<file path="src/rtl/rfsh_pkg.sv">
package rfsh_pkg;

  typedef enum logic [2:0] {
    ST_IDLE,
    ST_PALL,
    ST_PGAP,
    ST_REF,
    ST_RECOV,
    ST_SELF
  } rfshState_t;

  // Strobes from the sequencer to the datapath
  typedef struct packed {
    logic takeReq;      // accept the pending request, load the burst count
    logic loadPre;      // load the precharge gap length
    logic loadRec;      // load the recovery length
    logic countDown;    // decrement the delay counter
    logic nextRefresh;  // one refresh of the burst is finished
  } rfshStrobe_t;

endpackage

</file>
<file path="src/rtl/rfsh_datapath.sv">
module rfsh_datapath
  import rfsh_pkg::*;
#(
  parameter int CNT_W = 8,
  parameter int SEL_W = 3,
  parameter int RPT_W = 3,
  parameter int DLY_W = 2
) (
  input  logic             clk,
  input  logic             rstN,
  input  logic [SEL_W-1:0] clkSel,
  input  logic [CNT_W-1:0] compareVal,
  input  logic             autoOn,
  input  logic [RPT_W-1:0] repeatCnt,
  input  logic [DLY_W-1:0] preDelay,
  input  logic [DLY_W-1:0] recDelay,
  input  rfshStrobe_t      strobe,
  output logic [CNT_W-1:0] cntQ,
  output logic             reqPending,
  output logic             gapLast,
  output logic             burstDone
);

  localparam int PRE_W  = (1 << SEL_W) - 2;
  localparam int DCNT_W = DLY_W + 1;

  logic [PRE_W-1:0]  preCnt;
  logic [PRE_W:0]    maskWide;
  logic              tick;
  logic              matchHit;
  logic [RPT_W-1:0]  burstLeft;
  logic [DCNT_W-1:0] dlyCnt;

  // Free-running prescaler; select k ticks when the low k-1 bits are all ones
  always_ff @(posedge clk) begin
    if (!rstN) preCnt <= '0;
    else       preCnt <= preCnt + 1'b1;
  end

  always_comb begin
    maskWide = ((PRE_W+1)'(1) << (clkSel - 1'b1)) - (PRE_W+1)'(1);
    if (clkSel == '0) tick = 1'b0;
    else              tick = ((preCnt & maskWide[PRE_W-1:0]) == maskWide[PRE_W-1:0]);
  end

  assign matchHit = tick && (cntQ == compareVal);

  always_ff @(posedge clk) begin
    if (!rstN)          cntQ <= '0;
    else if (matchHit)  cntQ <= '0;
    else if (tick)      cntQ <= cntQ + 1'b1;
  end

  // A new match wins over the clear, so a request is never lost
  always_ff @(posedge clk) begin
    if (!rstN) reqPending <= 1'b0;
    else       reqPending <= autoOn && (matchHit || (reqPending && !strobe.takeReq));
  end

  always_ff @(posedge clk) begin
    if (!rstN)                   burstLeft <= '0;
    else if (strobe.takeReq)     burstLeft <= repeatCnt;
    else if (strobe.nextRefresh) burstLeft <= burstLeft - 1'b1;
  end

  always_ff @(posedge clk) begin
    if (!rstN)                 dlyCnt <= '0;
    else if (strobe.loadPre)   dlyCnt <= {1'b0, preDelay};
    else if (strobe.loadRec)   dlyCnt <= {1'b0, recDelay} + 1'b1;
    else if (strobe.countDown) dlyCnt <= dlyCnt - 1'b1;
  end

  assign gapLast   = (dlyCnt == DCNT_W'(1));
  assign burstDone = (burstLeft == '0);

  AST_HOLD_UNSELECTED: assert property (@(posedge clk) disable iff (!rstN)
    (clkSel == '0) |=> $stable(cntQ));
  AST_WRAP_ON_MATCH: assert property (@(posedge clk) disable iff (!rstN)
    (clkSel == SEL_W'(1) && cntQ == compareVal) |=> (cntQ == '0));
  AST_PENDING_KEPT: assert property (@(posedge clk) disable iff (!rstN)
    (autoOn && reqPending && !strobe.takeReq) |=> reqPending);

endmodule

</file>
<file path="src/rtl/rfsh_control.sv">
module rfsh_control
  import rfsh_pkg::*;
#(
  parameter int DLY_W = 2
) (
  input  logic             clk,
  input  logic             rstN,
  input  logic             selfOn,
  input  logic             accessBusy,
  input  logic [DLY_W-1:0] preDelay,
  input  logic             reqPending,
  input  logic             gapLast,
  input  logic             burstDone,
  output rfshStrobe_t      strobe,
  output logic             cmdPall,
  output logic             cmdNop,
  output logic             cmdRef,
  output logic             cmdSelf,
  output logic             busy
);

  rfshState_t state, stateNext;

  always_ff @(posedge clk) begin
    if (!rstN) state <= ST_IDLE;
    else       state <= stateNext;
  end

  always_comb begin
    stateNext = state;
    strobe    = '0;
    unique case (state)
      ST_IDLE: begin
        if (!accessBusy) begin
          if (selfOn) begin
            stateNext = ST_SELF;
          end else if (reqPending) begin
            stateNext      = ST_PALL;
            strobe.takeReq = 1'b1;
          end
        end
      end
      ST_PALL: begin
        if (preDelay == '0) begin
          stateNext = ST_REF;
        end else begin
          stateNext      = ST_PGAP;
          strobe.loadPre = 1'b1;
        end
      end
      ST_PGAP: begin
        if (gapLast) stateNext = ST_REF;
        else         strobe.countDown = 1'b1;
      end
      ST_REF: begin
        stateNext      = ST_RECOV;
        strobe.loadRec = 1'b1;
      end
      ST_RECOV: begin
        if (!gapLast) begin
          strobe.countDown = 1'b1;
        end else if (burstDone) begin
          stateNext = ST_IDLE;
        end else begin
          stateNext          = ST_PALL;
          strobe.nextRefresh = 1'b1;
        end
      end
      ST_SELF: begin
        if (!selfOn) stateNext = ST_IDLE;
      end
      default: stateNext = ST_IDLE;
    endcase
  end

  assign cmdPall = (state == ST_PALL);
  assign cmdNop  = (state == ST_PGAP);
  assign cmdRef  = (state == ST_REF);
  assign cmdSelf = (state == ST_SELF);
  assign busy    = (state != ST_IDLE);

  AST_ONE_COMMAND: assert property (@(posedge clk) disable iff (!rstN)
    $onehot0({cmdPall, cmdNop, cmdRef, cmdSelf}));
  AST_WAIT_ACCESS: assert property (@(posedge clk) disable iff (!rstN)
    (!busy && accessBusy) |=> !cmdPall);
  AST_DIRECT_REF: assert property (@(posedge clk) disable iff (!rstN)
    (cmdPall && preDelay == '0) |=> cmdRef);
  AST_SELF_HOLD: assert property (@(posedge clk) disable iff (!rstN)
    (cmdSelf && selfOn) |=> cmdSelf);
  AST_BUSY_COVERS_CMD: assert property (@(posedge clk) disable iff (!rstN)
    (cmdPall || cmdRef || cmdNop) |-> busy);

endmodule

</file>
<file path="src/rtl/refresh_sched.sv">
module refresh_sched
  import rfsh_pkg::*;
#(
  parameter int CNT_W = 8,
  parameter int SEL_W = 3,
  parameter int RPT_W = 3,
  parameter int DLY_W = 2
) (
  input  logic             clk,
  input  logic             rstN,
  input  logic             cfgSelfMode,
  input  logic             cfgEnable,
  input  logic [SEL_W-1:0] cfgClkSel,
  input  logic [CNT_W-1:0] cfgCompare,
  input  logic [RPT_W-1:0] cfgRepeat,
  input  logic [DLY_W-1:0] cfgPreDelay,
  input  logic [DLY_W-1:0] cfgRecDelay,
  input  logic             accessBusy,
  output logic [CNT_W-1:0] timerNow,
  output logic             rfshBusy,
  output logic             cmdPall,
  output logic             cmdNop,
  output logic             cmdRef,
  output logic             cmdSelfRefresh
);

  rfshStrobe_t strobe;
  logic        autoOn, selfOn;
  logic        reqPending, gapLast, burstDone;

  assign autoOn = cfgEnable && !cfgSelfMode;
  assign selfOn = cfgEnable &&  cfgSelfMode;

  rfsh_datapath #(
    .CNT_W(CNT_W), .SEL_W(SEL_W), .RPT_W(RPT_W), .DLY_W(DLY_W)
  ) u_datapath (
    .clk(clk), .rstN(rstN), .clkSel(cfgClkSel), .compareVal(cfgCompare),
    .autoOn(autoOn), .repeatCnt(cfgRepeat), .preDelay(cfgPreDelay),
    .recDelay(cfgRecDelay), .strobe(strobe), .cntQ(timerNow),
    .reqPending(reqPending), .gapLast(gapLast), .burstDone(burstDone)
  );

  rfsh_control #(.DLY_W(DLY_W)) u_control (
    .clk(clk), .rstN(rstN), .selfOn(selfOn), .accessBusy(accessBusy),
    .preDelay(cfgPreDelay), .reqPending(reqPending), .gapLast(gapLast),
    .burstDone(burstDone), .strobe(strobe), .cmdPall(cmdPall),
    .cmdNop(cmdNop), .cmdRef(cmdRef), .cmdSelf(cmdSelfRefresh),
    .busy(rfshBusy)
  );

endmodule

</file>
<file path="config.mk">
export PLATFORM = sky130hd
export DESIGN_NAME = refresh_sched
export DESIGN_NICKNAME = d
export VERILOG_FILES = /design/src/rtl/rfsh_pkg.sv /design/src/rtl/rfsh_datapath.sv /design/src/rtl/rfsh_control.sv /design/src/rtl/refresh_sched.sv
export SDC_FILE = /design/constraint.sdc
export NUM_CORES = 1
export LEC_CHECK = 0
export BUFFER_PORTS_ARGS = -buffer_cell sky130_fd_sc_hd__buf_2
export CORE_MARGIN = 4
export CORE_UTILIZATION = 54
export CTS_CLUSTER_DIAMETER = 60
export DETAILED_ROUTE_END_ITERATION = 8
export PLACE_DENSITY = 0.8
export SETUP_SLACK_MARGIN = 0.3
export SLEW_MARGIN = 20
export SYNTH_ARGS = -nofsm -noshare
export SYNTH_HDL_FRONTEND = slang
export SYNTH_SLANG_ARGS = --single-unit
</file>
<file path="constraint.sdc">
create_clock -name clk -period 1.93 [get_ports clk]
set_input_delay 0.193 -clock clk [delete_from_list [all_inputs] [get_ports clk]]
set_output_delay 0.193 -clock clk [all_outputs]
set_load 0.005 [all_outputs]
</file>
* Yosys cells after proc, flatten, opt, wreduce, memory -nomap -nowiden
Cells that the tools add are included.
** Cells by class
- Shifts and indexed selects :: 1
- Eq/ne operators :: 13
- Mux-type cells :: 27
- Bitwise operators :: 2
- Reductions and logical operators :: 20
- Add/subtract/negate cells :: 7
** Operators by type and width (count)
- $mux 3 :: 10
- $pmux 3 s6 :: 1
- $mux 1 :: 15
- $logic_not 3->1 :: 3
- $sub 3x1->3 const B :: 3
- $add 8x1->8 const B :: 1
- $eq 8x8->1 :: 1
- $add 6x1->6 const B :: 1
- $and 6x6->6 :: 1
- $eq 3x1->1 const B :: 2
- $eq 3x2->1 const B :: 2
- $eq 3x3->1 const B :: 2
- $eq 6x6->1 :: 1
- $reduce_bool 3->1 :: 2
- $reduce_or 2->1 :: 3
- $shl 1x3->6 const A :: 1
- $sub 6x2->6 const B :: 1
- $logic_and 1x1->1 :: 5
- $reduce_and 5->1 :: 1
- $ne 2x1->1 const B :: 2
- $ne 2x2->1 const B :: 2
- $reduce_bool 2->1 :: 2
- $add 2x1->3 const B :: 1
- $ne 3x2->1 const B :: 1
- other kinds (5) :: 6
** Storage, ports and cells
- Bits of input ports :: 23
- Flip-flop bits (word level) :: 24
- Output and inout port bits :: 13

* Longest topological paths before layout
Gate-level depths: netlist of the first run.
- Depth after elaboration :: 9
- Depth in mapped cells :: 8

* By module
A second synthesis of the first run with hierarchy kept.
** Unflattened totals
- Cell total of the unflattened synthesis :: 201
- Area total of the unflattened synthesis :: 1734.2 sq um
** By module, submodules not included
- rfsh_datapath :: cells an instance 159, seq. area each 420.4 sq um, area each 1372.6 sq um, instances 1
- rfsh_control :: cells an instance 40, seq. area each 60.1 sq um, area each 345.3 sq um, instances 1
- refresh_sched :: cells an instance 2, seq. area each 0.0 sq um, area each 16.3 sq um, instances 1

* Least setup slack after synthesis of the first run
No wires, ideal clock.
- Path kind :: input to register
- Start :: input port cfgClkSel[1]
- End :: register u_datapath.reqPending
- Stages :: 8
- Data required time :: 1.869 ns
- Setup time :: 0.061 ns
- Setup slack :: 0.395 ns
- Arrival :: 1.474 ns
- Cell sequence :: nor2_1 > ha_1 > o21ai_0 > a21o_1 > a221o_1 > buf_6 > o22ai_2 > and4b_1
** Between the ends
- Cells in the longest elaborated chain, start to end :: 9
- Elaborated cells on any way between the ends :: 10
** RTL lines
- start: declaration :: RTL line refresh_sched.sv:13 : input logic [SEL_W-1:0] cfgClkSel,
- $sub 3x1->3 :: RTL line rfsh_datapath.sv:41 : maskWide = ((PRE_W+1)'(1) << (clkSel - 1'b1)) - (PRE_W+1)'(1);
- $shl 1x3->6 :: RTL line rfsh_datapath.sv:41
- $sub 6x2->6 :: RTL line rfsh_datapath.sv:41
- $and 6x6->6 :: RTL line rfsh_datapath.sv:43 : else tick = ((preCnt & maskWide[PRE_W-1:0]) == maskWide[PRE_W-1:0]);
- $eq 6x6->1 :: RTL line rfsh_datapath.sv:43
- $mux 1 * :: RTL line rfsh_datapath.sv:42 : if (clkSel == '0) tick = 1'b0;
- $logic_and 1x1->1 * :: RTL line rfsh_datapath.sv:46 : assign matchHit = tick && (cntQ == compareVal);
- $logic_or 1x1->1 * :: RTL line rfsh_datapath.sv:57 : else reqPending <= autoOn && (matchHit || (reqPending && !strobe.takeReq));
- $logic_and 1x1->1 * :: RTL line rfsh_datapath.sv:57
- end signal: assignment :: RTL line rfsh_datapath.sv:57
- end: declaration :: RTL line rfsh_datapath.sv:19 : output logic reqPending,
Mark *: on every way between the ends. The rest lies on a longest branch, timed or not.
A chain may end at the register's enable or synchronous reset.

* Worst setup path after layout of the first run
- Start :: register u_datapath.cntQ[1]
- End :: register u_datapath.cntQ[6]
** Between the ends
- Cells in the longest elaborated chain, start to end :: 3
- Elaborated cells on any way between the ends :: 4
** RTL lines
- start: declaration :: RTL line rfsh_datapath.sv:18 : output logic [CNT_W-1:0] cntQ,
- start signal: assignment :: RTL line rfsh_datapath.sv:51 : else if (tick) cntQ <= cntQ + 1'b1;
- branches (longest 3 deep; another with $add 8x1->8)
Several ways; the timed one is not identified.

==> flow_metrics.tcl, run 1 <==
set metrics [dict create \
    outcome "finished clean" \
    vias 1453 \
    cp.required_ns 2.21 \
    io_buffers 35 \
    finalCritPeriodShare 0.814 \
    grt_first_pass_wirelength_um 5330 \
    cp-start-kind "flop" \
    filler_cell_count 243 \
    clk_pin_slew_ns 0.15 \
    initial_core_util 0.573 \
    hpwl_um 2330 \
    hold_slack_ns 0.0900 \
    power.leakage_nw 0.842 \
    layout-drive-gt1-share 0.287 \
    skew_ns 0.0199 \
    layout-area-overhead-vs-synth_pct 16.6 \
    synth-seq-cells 24 \
    tns_ns 0 \
    drv_slew 0 \
    grt_setup_unrepaired "true" \
    relSlewSlack 0.761 \
    final_common_cell "buf_2" \
    ys_warn_count 0 \
    tightest_slew_ns 0.356 \
    cts_hold_buf 0 \
    root_buffer "clkbuf_4" \
    yosysTopAreaCell "dfxtp_1" \
    wl_per_cell_um 12.8 \
    crit_path_end_kind "flop" \
    cts_num_sinks 24 \
    drv_cap 0 \
    hold_viol_final 0 \
    setup_viol 0 \
    place_congestion 0.852 \
    detail-route-antenna-nets 0 \
    core_area_um2 2780 \
    first_pass_iters 4 \
    netlist_area_um2 1590 \
    cp-startpoint "u_datapath.cntQ[1]" \
    ys_types 49 \
    fin_area_um2 1860 \
    rows 19 \
    cts_made_buffers 3 \
    fin_crit_ns 1.57 \
    die_w_um 62.3 \
    synth_nets 218 \
    h-tree-depth 1 \
    dp_slack_ns 0.0400 \
    netlist_instances 187 \
    criticalPathCategory "reg -> reg" \
    drc 0 \
    synth_edf_count 0 \
    drt-total-wl_um 3250 \
    avgViaCountPerCell 5.72 \
    track_usage 0.158 \
    synth.top_cell.area_share 0.302 \
    mostFrequentLayoutCells "buf_2 (35), nand2_1 (18), dfxtp_1 (18), nor2_1 (14), xor2_1 (11)" \
    ios 36 \
    synth-seq-area-share 0.302 \
    stdcell_count 254 \
    r2r_start "u_datapath.cntQ[1]" \
    postSynthAreaPerCell_um2 8.52 \
    die-area_um2 3880 \
    clk_latency_ns 0.34 \
    gr-total-overflow 0 \
    power.density_nw_per_um2 795 \
    ys.flop_type "dfxtp_1" \
    grt_pass1_vias 1289 \
    async_reset_ff_frac 0 \
    nets 255 \
    worst_slack_ns 0.359 \
    synth.area.top_cells "dfxtp_1 (30%), ha_1 (6.3%), xor2_1 (6.0%)" \
    die_h_um 62.3 \
    antenna_found_initial 0 \
    drt_iter0_drc 79 \
    post_dp_cell_area_um2 1770 \
    grt_max_degree 17 \
    antenna_cells 0 \
    fmax_mhz 637 \
    clock_path_buffers 2 \
    hp-class "in -> reg" \
    dp_cells 247 \
    cts_tree "yes" \
    worstPathMaxFanout 5 \
    hold_start "cfgRepeat[0]" \
    ir_worst_vdd_uv 789 \
    cp.arrival_ns 1.85 \
]
flip-flops by register name (all words and copies together), names as in the netlist:
signal and count:
u_datapath.preCnt 6, u_datapath.cntQ 8, u_datapath.dlyCnt 3, u_control.state 3
u_datapath.burstLeft 3, u_datapath.reqPending 1
metal layers:
layer,up-vias,track usage,part of all wire
met1,669,0.200,0.45
li1,729,-,-
met5,-,0,0
met4,0,0.0557,0.022
met3,7,0.0324,0.060
met2,48,0.264,0.47
Yosys cell counts (4+ instances only):
master    count
o21ai_1       5
nor2_1       14
ha_1          8
and3_1        4
inv_1         9
xnor2_1       5
nand3b_1      6
dfxtp_1      24
o22ai_1       6
nand3_1       8
nand2_1      18
nor2b_1       7
and2_1        6
xor2_1       11
a21oi_1       8
path summary, 6_finish.rpt:
check | to | slack [ns] | cells past startpoint
min reg2reg | u_datapath.preCnt[0] | 0.50 | 1
min | u_datapath.burstLeft[0] | 0.09 | 2
max reg2reg | u_datapath.cntQ[6] | 0.36 | 5
max | u_datapath.cntQ[6] | 0.36 | 5
logic make-up after synthesis:
logic type | after synthesis | synth area share
simple gates | 81 | 0.306
buf+inv | 16 | 0.0503
xor+xnor | 16 | 0.0880
mux | 2 | 0.0126
compound gates | 40 | 0.178
fa+ha+maj | 8 | 0.0628
flops | 24 | 0.302
critical path, stage by stage (launching register included):
cell	delay, ns
dfxtp_2	0.41
ha_1	0.19
and3_1	0.21
nand3_1	0.11
or3b_2	0.47
o22ai_1	0.12
metrics by stage:
| stage | util | total power [mW] |
|---|---|---|
| floorplan | - | 0.998 |
| global placement | 0.636 | 1.10 |
| global route | 0.668 | 1.57 |
| finish | 0.668 | 1.48 |
| CTS | 0.655 | 1.47 |
| detailed placement | 0.636 | 1.10 |
final cells by class:
class                      count  area, um2  area share
multi-input combinational    147       1040       0.559
sequential                    24        488       0.263
timing repair buffer          39        205       0.111
tap                           31       38.8      0.0209
inverter                       9       33.8      0.0182
clock inverter                 1       30.0      0.0162
clock buffer                   3       22.5      0.0121
power breakdown:
group          switching, mW  internal (mW)  total, mW
combinational          0.236          0.234      0.470
sequential            0.0783          0.551      0.630
clock                  0.165          0.210      0.376
timing repair:
item,in CTS,in global routing
gates resized for setup,0,8
endpoints found under the setup margin,0,14
setup buffers,0,3
(Power assumes the default switching activity.)
==> run 2, diff against run 1 <==
--- a/config.mk
+++ b/config.mk
@@ -5,12 +5,13 @@
 export SDC_FILE = /design/constraint.sdc
 export NUM_CORES = 1
 export LEC_CHECK = 0
+export ABC_AREA = 1
 export BUFFER_PORTS_ARGS = -buffer_cell sky130_fd_sc_hd__buf_2
 export CORE_MARGIN = 4
 export CORE_UTILIZATION = 54
 export CTS_CLUSTER_DIAMETER = 60
 export DETAILED_ROUTE_END_ITERATION = 8
-export PLACE_DENSITY = 0.8
+export PLACE_DENSITY = 0.79
 export SETUP_SLACK_MARGIN = 0.3
 export SLEW_MARGIN = 20
 export SYNTH_ARGS = -nofsm -noshare
==> constraint.sdc (replaced) <==
create_clock -name clk -period 1.6 [get_ports clk]
set_input_delay 0.16 -clock clk [delete_from_list [all_inputs] [get_ports clk]]
set_output_delay 0.16 -clock clk [all_outputs]
set_load 0.005 [all_outputs]
==> flow_metrics.tcl, run 2 <==
set metrics [dict create \
    hp-class "in -> reg" \
    synth.top_cell.area_share 0.289 \
    worstReg2RegEnd "u_control.state[0]" \
    cts_tree "yes" \
    dp_cells 349 \
    wl_per_cell_um 12.0 \
    synth.area.top_cells "dfxtp_1 (29%), nand2_1 (19%), inv_1 (12%)" \
    postSynthAreaPerCell_um2 6.03 \
    die-area_um2 4040 \
    finalCritPeriodShare 0.869 \
    synth_edf_count 0 \
    drv_slew 0 \
    relSlewSlack 0.815 \
    clk_latency_ns 0.33 \
    filler_cell_count 210 \
    first_pass_iters 4 \
    synth_nets 307 \
    hold_viol_final 0 \
    cp_cell_sequence "inv_2, ha_2, inv_2, nor2_4, inv_2, nand2_4, nand3_2, nor2_1, nor3_1" \
    criticalPathCategory "reg -> reg" \
    power.density_nw_per_um2 829 \
    core_area_um2 2850 \
    grt_setup_unrepaired "true" \
    p_int_mw 1.15 \
    post_dp_cell_area_um2 1970 \
    r2r_start "u_datapath.dlyCnt[1]" \
    grt_max_degree 14 \
    fmax_mhz 719 \
    hpwl_um 2770 \
    grt_first_pass_wirelength_um 6730 \
    clk_pin_slew_ns 0.13 \
    io_buffers 35 \
    cts_made_buffers 3 \
    setup_viol 0 \
    nets 365 \
    track_usage 0.199 \
    hold_start "cfgEnable" \
    r2r_slack_ns 0.21 \
    final_common_cell "nand2_1" \
    power_frac_seq 0.400 \
    largest-register "u_datapath.cntQ" \
    initial_core_util 0.584 \
    crit_path_end_kind "flop" \
    mostFrequentLayoutCells "nand2_1 (76), inv_1 (39), buf_2 (35), nor2_1 (32), buf_4 (17)" \
    h-tree-depth 1 \
    fin_crit_ns 1.39 \
    fin_area_um2 2300 \
    ir_worst_vdd_uv 676 \
    drt_iter0_drc 123 \
    clock_path_buffers 2 \
    ys.flop_type "dfxtp_1" \
    rows 19 \
    crit_path_max_incr_delay_ns 0.35 \
    detail-route-antenna-nets 0 \
    grt_pass1_vias 1672 \
    cp-startpoint "u_datapath.dlyCnt[1]" \
    slowest_stage "dfxtp_2" \
    synth-seq-cells 24 \
    synth_common_cells "nand2_1 (85), inv_1 (52), nor2_1 (38), dfxtp_1 (24)" \
    combPwrFrac 0.429 \
    tightest_slew_ns 0.275 \
    stdcell_count 364 \
    drv_cap 0 \
    worstPathMaxFanout 4 \
    netlist_area_um2 1670 \
    root_buffer "clkbuf_4" \
    power.leakage_nw 1.16 \
    clock_power_share 0.171 \
    async_reset_ff_frac 0 \
    drt-total-wl_um 4390 \
    ys_types 22 \
    die_h_um 63.5 \
    layout-drive-gt1-share 0.384 \
    skew_ns 0.00436 \
    reg_top3 "u_datapath.cntQ (8), u_datapath.preCnt (6)" \
    die_w_um 63.5 \
    cp.required_ns 1.81 \
    layout-area-overhead-vs-synth_pct 38.2 \
    place_congestion 0.856 \
    cp-start-kind "flop" \
    antenna_found_initial 0 \
    cts_num_sinks 24 \
    path_common_cell "inv_2" \
    yosysTopAreaCell "dfxtp_1" \
    outcome "finished clean" \
    gr-total-overflow 0 \
    synth-seq-area-share 0.289 \
    yosysMostFrequentCell "nand2_1" \
    antenna_cells 0 \
    ys_warn_count 0 \
    vias 1852 \
    netSwitchingFraction 0.399 \
    cts_hold_buf 0 \
    largest_reg_flops 8 \
    rr_worst_depth 9 \
    cp.arrival_ns 1.60 \
    avgViaCountPerCell 5.09 \
    p_sw_mw 0.762 \
    cp-endpoint "u_control.state[0]" \
    drc 0 \
    ios 36 \
    netlist_instances 276 \
]
run 2: changes by cell type after synthesis, sizes merged, moves of 7 or more:
| cell | delta |
|---|---|
| nand4 | +8 |
| inv | +43 |
| nor2 | +29 |
| nor2b | -7 |
| o22ai | -7 |
| nand2 | +66 |
run 2: critical path: cells and delay by family (launching register included):
family,cells,cell delay [ns]
and+or+nand+nor,5,0.59
DFF,1,0.35
adders and majority gates,1,0.18
buffers and inverters,3,0.17
run 2: per-stage QoR:
step / total power [mW] / setup slack [ns] / hold slack, ns / TNS (ns) / util
floorplan: 1.16 / 0.197 / 0.300 / 0 / -
global placement: 1.32 / -0.0545 / 0.424 / -0.187 / 0.692
detailed placement: 1.33 / -0.122 / 0.429 / -0.509 / 0.692
CTS: 1.70 / 0.286 / 0.0799 / 0 / 0.736
global route: 2.04 / 0.133 / 0.0683 / 0 / 0.807
finish: 1.91 / 0.210 / 0.0839 / 0 / 0.807
run 2: logic make-up (layout without fill, tap and decap cells):
| group | after synthesis | in the layout | share of synthesized area |
|---|---|---|---|
| compound gates | 24 | 24 | 0.0736 |
| fa+ha+maj | 8 | 8 | 0.0601 |
| flops | 24 | 24 | 0.289 |
| xor+xnor | 9 | 9 | 0.0473 |
| buf+inv | 55 | 111 | 0.129 |
| simple gates | 156 | 157 | 0.401 |
run 2: layer usage:
| layer | up-vias | track usage | wire length [um] |
|---|---|---|---|
| li1 | 963 | - | - |
| met4 | 0 | 0.0863 | 102 |
| met3 | 10 | 0.0107 | 205 |
| met5 | - | 0 | 0 |
| met1 | 818 | 0.234 | 1830 |
| met2 | 61 | 0.366 | 2250 |
run 2: how the worst min path moves through the flow:
stage | cells after the start | to
floorplan | 2 | u_datapath.reqPending
global placement | 3 | u_datapath.reqPending
detailed placement | 3 | u_datapath.reqPending
CTS | 3 | u_datapath.reqPending
global route | 3 | u_datapath.reqPending
finish | 3 | u_datapath.reqPending
run 2: layout make-up:
| type | count | area [um2] | area share |
|---|---|---|---|
| multi-input cells | 198 | 1160 | 0.504 |
| well taps | 31 | 38.8 | 0.0169 |
| flip-flops and latches | 24 | 517 | 0.225 |
| repair buffers | 55 | 337 | 0.146 |
| inverters | 52 | 213 | 0.0924 |
| clock buffers | 4 | 36.3 | 0.0158 |
run 2: power by group through the flow:
stage	sequential [mW]	combinational, mW	clock, mW
after floorplan	0.718	0.441	0
after global placement	0.732	0.592	0
after detailed placement	0.730	0.600	0
after CTS	0.737	0.631	0.329
after global routing	0.776	0.906	0.359
final	0.764	0.818	0.326
run 2: what timing repair did:
item | in CTS | in global routing
setup endpoints to repair | 19 | 20
gates resized for setup | 27 | 53
endpoints found under the hold margin | 0 | 0
gates cloned | 0 | 1
buffers inserted | 3 | 7
pin swaps | 7 | 19
==> run 3, diff against run 2 <==
--- a/config.mk
+++ b/config.mk
@@ -7,13 +7,12 @@
 export LEC_CHECK = 0
 export ABC_AREA = 1
 export BUFFER_PORTS_ARGS = -buffer_cell sky130_fd_sc_hd__buf_2
-export CORE_MARGIN = 4
 export CORE_UTILIZATION = 54
 export CTS_CLUSTER_DIAMETER = 60
 export DETAILED_ROUTE_END_ITERATION = 8
 export PLACE_DENSITY = 0.79
+export RECOVER_POWER = 50
 export SETUP_SLACK_MARGIN = 0.3
-export SLEW_MARGIN = 20
 export SYNTH_ARGS = -nofsm -noshare
 export SYNTH_HDL_FRONTEND = slang
 export SYNTH_SLANG_ARGS = --single-unit
==> flow_metrics.tcl, run 3 (synthesis results as in run 2) <==
set metrics [dict create \
    outcome "finished with violations" \
    violations "design-rule violations" \
    post_dp_cell_area_um2 1980 \
    grt_pass1_vias 1567 \
    power_frac_seq 0.394 \
    die-area_um2 3310 \
    stdcell_count 365 \
    dp_cells 350 \
    cp-start-kind "flop" \
    nets 366 \
    fmax_mhz 711 \
    drc 1 \
    gr-total-overflow 0 \
    fin_crit_ns 1.41 \
    worstPathMaxFanout 5 \
    cts_made_buffers 3 \
    rows 19 \
    core_area_um2 2830 \
    clk_pin_slew_ns 0.12 \
    grt_first_pass_wirelength_um 6120 \
    drv_cap 0 \
    cp.arrival_ns 1.25 \
    avgViaCountPerCell 5.12 \
    cts_num_sinks 24 \
    drt-total-wl_um 4350 \
    antenna_cells 0 \
    reg_top3 "u_datapath.cntQ (8), u_datapath.preCnt (6)" \
    drv_slew 0 \
    p_sw_mw 0.775 \
    clock_path_buffers 2 \
    layout-area-overhead-vs-synth_pct 41.3 \
    clk_latency_ns 0.31 \
    place_congestion 0.881 \
    setup_viol 0 \
    wl_per_cell_um 11.9 \
    combPwrFrac 0.447 \
    tightest_slew_ns 0.339 \
    grt_setup_unrepaired "true" \
    cp.required_ns 1.44 \
    power.density_nw_per_um2 834 \
    first_pass_iters 6 \
    final_common_cell "nand2_1" \
    skew_ns 0.00150 \
    root_buffer "clkbuf_4" \
    hp-class "in -> reg" \
    netSwitchingFraction 0.395 \
    clock_power_share 0.159 \
    largest-register "u_datapath.cntQ" \
    fin_area_um2 2350 \
    die_w_um 57.5 \
    detail-route-antenna-nets 0 \
    layout-drive-gt1-share 0.392 \
    drt_iter0_drc 107 \
    finalCritPeriodShare 0.879 \
    hold_viol_final 0 \
    antenna_found_initial 0 \
    crit_path_end_kind "output pin" \
    die_h_um 57.5 \
    hpwl_um 2680 \
    ios 36 \
    grt_max_degree 14 \
    relSlewSlack 0.774 \
    p_int_mw 1.19 \
    track_usage 0.234 \
    largest_reg_flops 8 \
    io_buffers 35 \
    cts_tree "yes" \
    criticalPathCategory "reg -> out" \
    h-tree-depth 1 \
    mostFrequentLayoutCells "nand2_1 (76), inv_1 (37), buf_2 (34), nor2_1 (28), buf_4 (19)" \
    initial_core_util 0.589 \
    power.leakage_nw 1.16 \
    vias 1868 \
    ir_worst_vdd_uv 791 \
]
==> run 3: layout make-up <==
class / instances / area (um2)
Clock buffer: 4 / 36.3
Fill cell: 203 / 475
Inverter: 52 / 213
Multi-Input combinational cell: 197 / 1200
Sequential cell: 24 / 513
Tap cell: 31 / 38.8
Timing Repair Buffer: 57 / 354
==> run 3: routing by layer <==
| layer | up-vias | wire length [um] | GRT usage |
|---|---|---|---|
| met5 | - | 0 | 0 |
| met4 | 0 | 68 | 0.101 |
| met3 | 10 | 197 | 0.0136 |
| met2 | 70 | 2220 | 0.422 |
| met1 | 823 | 1870 | 0.287 |
| li1 | 965 | - | - |
==> run 3: critical path, stage by stage, from the launching register on <==
cell     delay (ns)
dfxtp_1        0.54
nand2_1        0.12
nor2_2         0.15
buf_2          0.13
==> run 3: final timing paths <==
kind / start / to / slack [ns] / cells past startpoint
max: u_control.state[0] / cmdSelfRefresh / 0.19 / 3
min reg2reg: u_datapath.preCnt[5] / u_datapath.preCnt[5] / 0.51 / 2
max reg2reg: u_control.state[0] / u_datapath.dlyCnt[2] / 0.22 / 7
min: cfgEnable / u_datapath.reqPending / 0.12 / 3
==> run 3: repair_timing <==
| action | 4_1_cts | 5_1_grt |
|---|---|---|
| endpoints found under the setup margin | 18 | 21 |
| buffers inserted | 3 | 8 |
| hold buffers | 0 | 0 |
| pin swaps | 7 | 27 |
| gates resized for setup | 25 | 68 |
==> run 3: power groups by stage <==
stage          Sequential (mW)  Combinational [mW]  Clock [mW]
2_1_floorplan            0.718               0.441           0
3_3_place_gp             0.731               0.591           0
3_5_place_dp             0.730               0.605           0
4_1_cts                  0.733               0.644       0.322
5_1_grt                  0.777               0.972       0.348
6_report                 0.773               0.877       0.312
==> run 3: through the flow <==
step	util	power, mW	hold WS (ns)	worst slack, ns	setup TNS (ns)
6_report	0.832	1.96	0.117	0.194	0
3_5_place_dp	0.701	1.34	0.427	-0.0996	-0.367
3_3_place_gp	0.701	1.32	0.423	-0.0452	-0.128
2_1_floorplan	-	1.16	0.300	0.197	0
5_1_grt	0.832	2.10	0.101	0.110	0
4_1_cts	0.745	1.70	0.0941	0.289	0
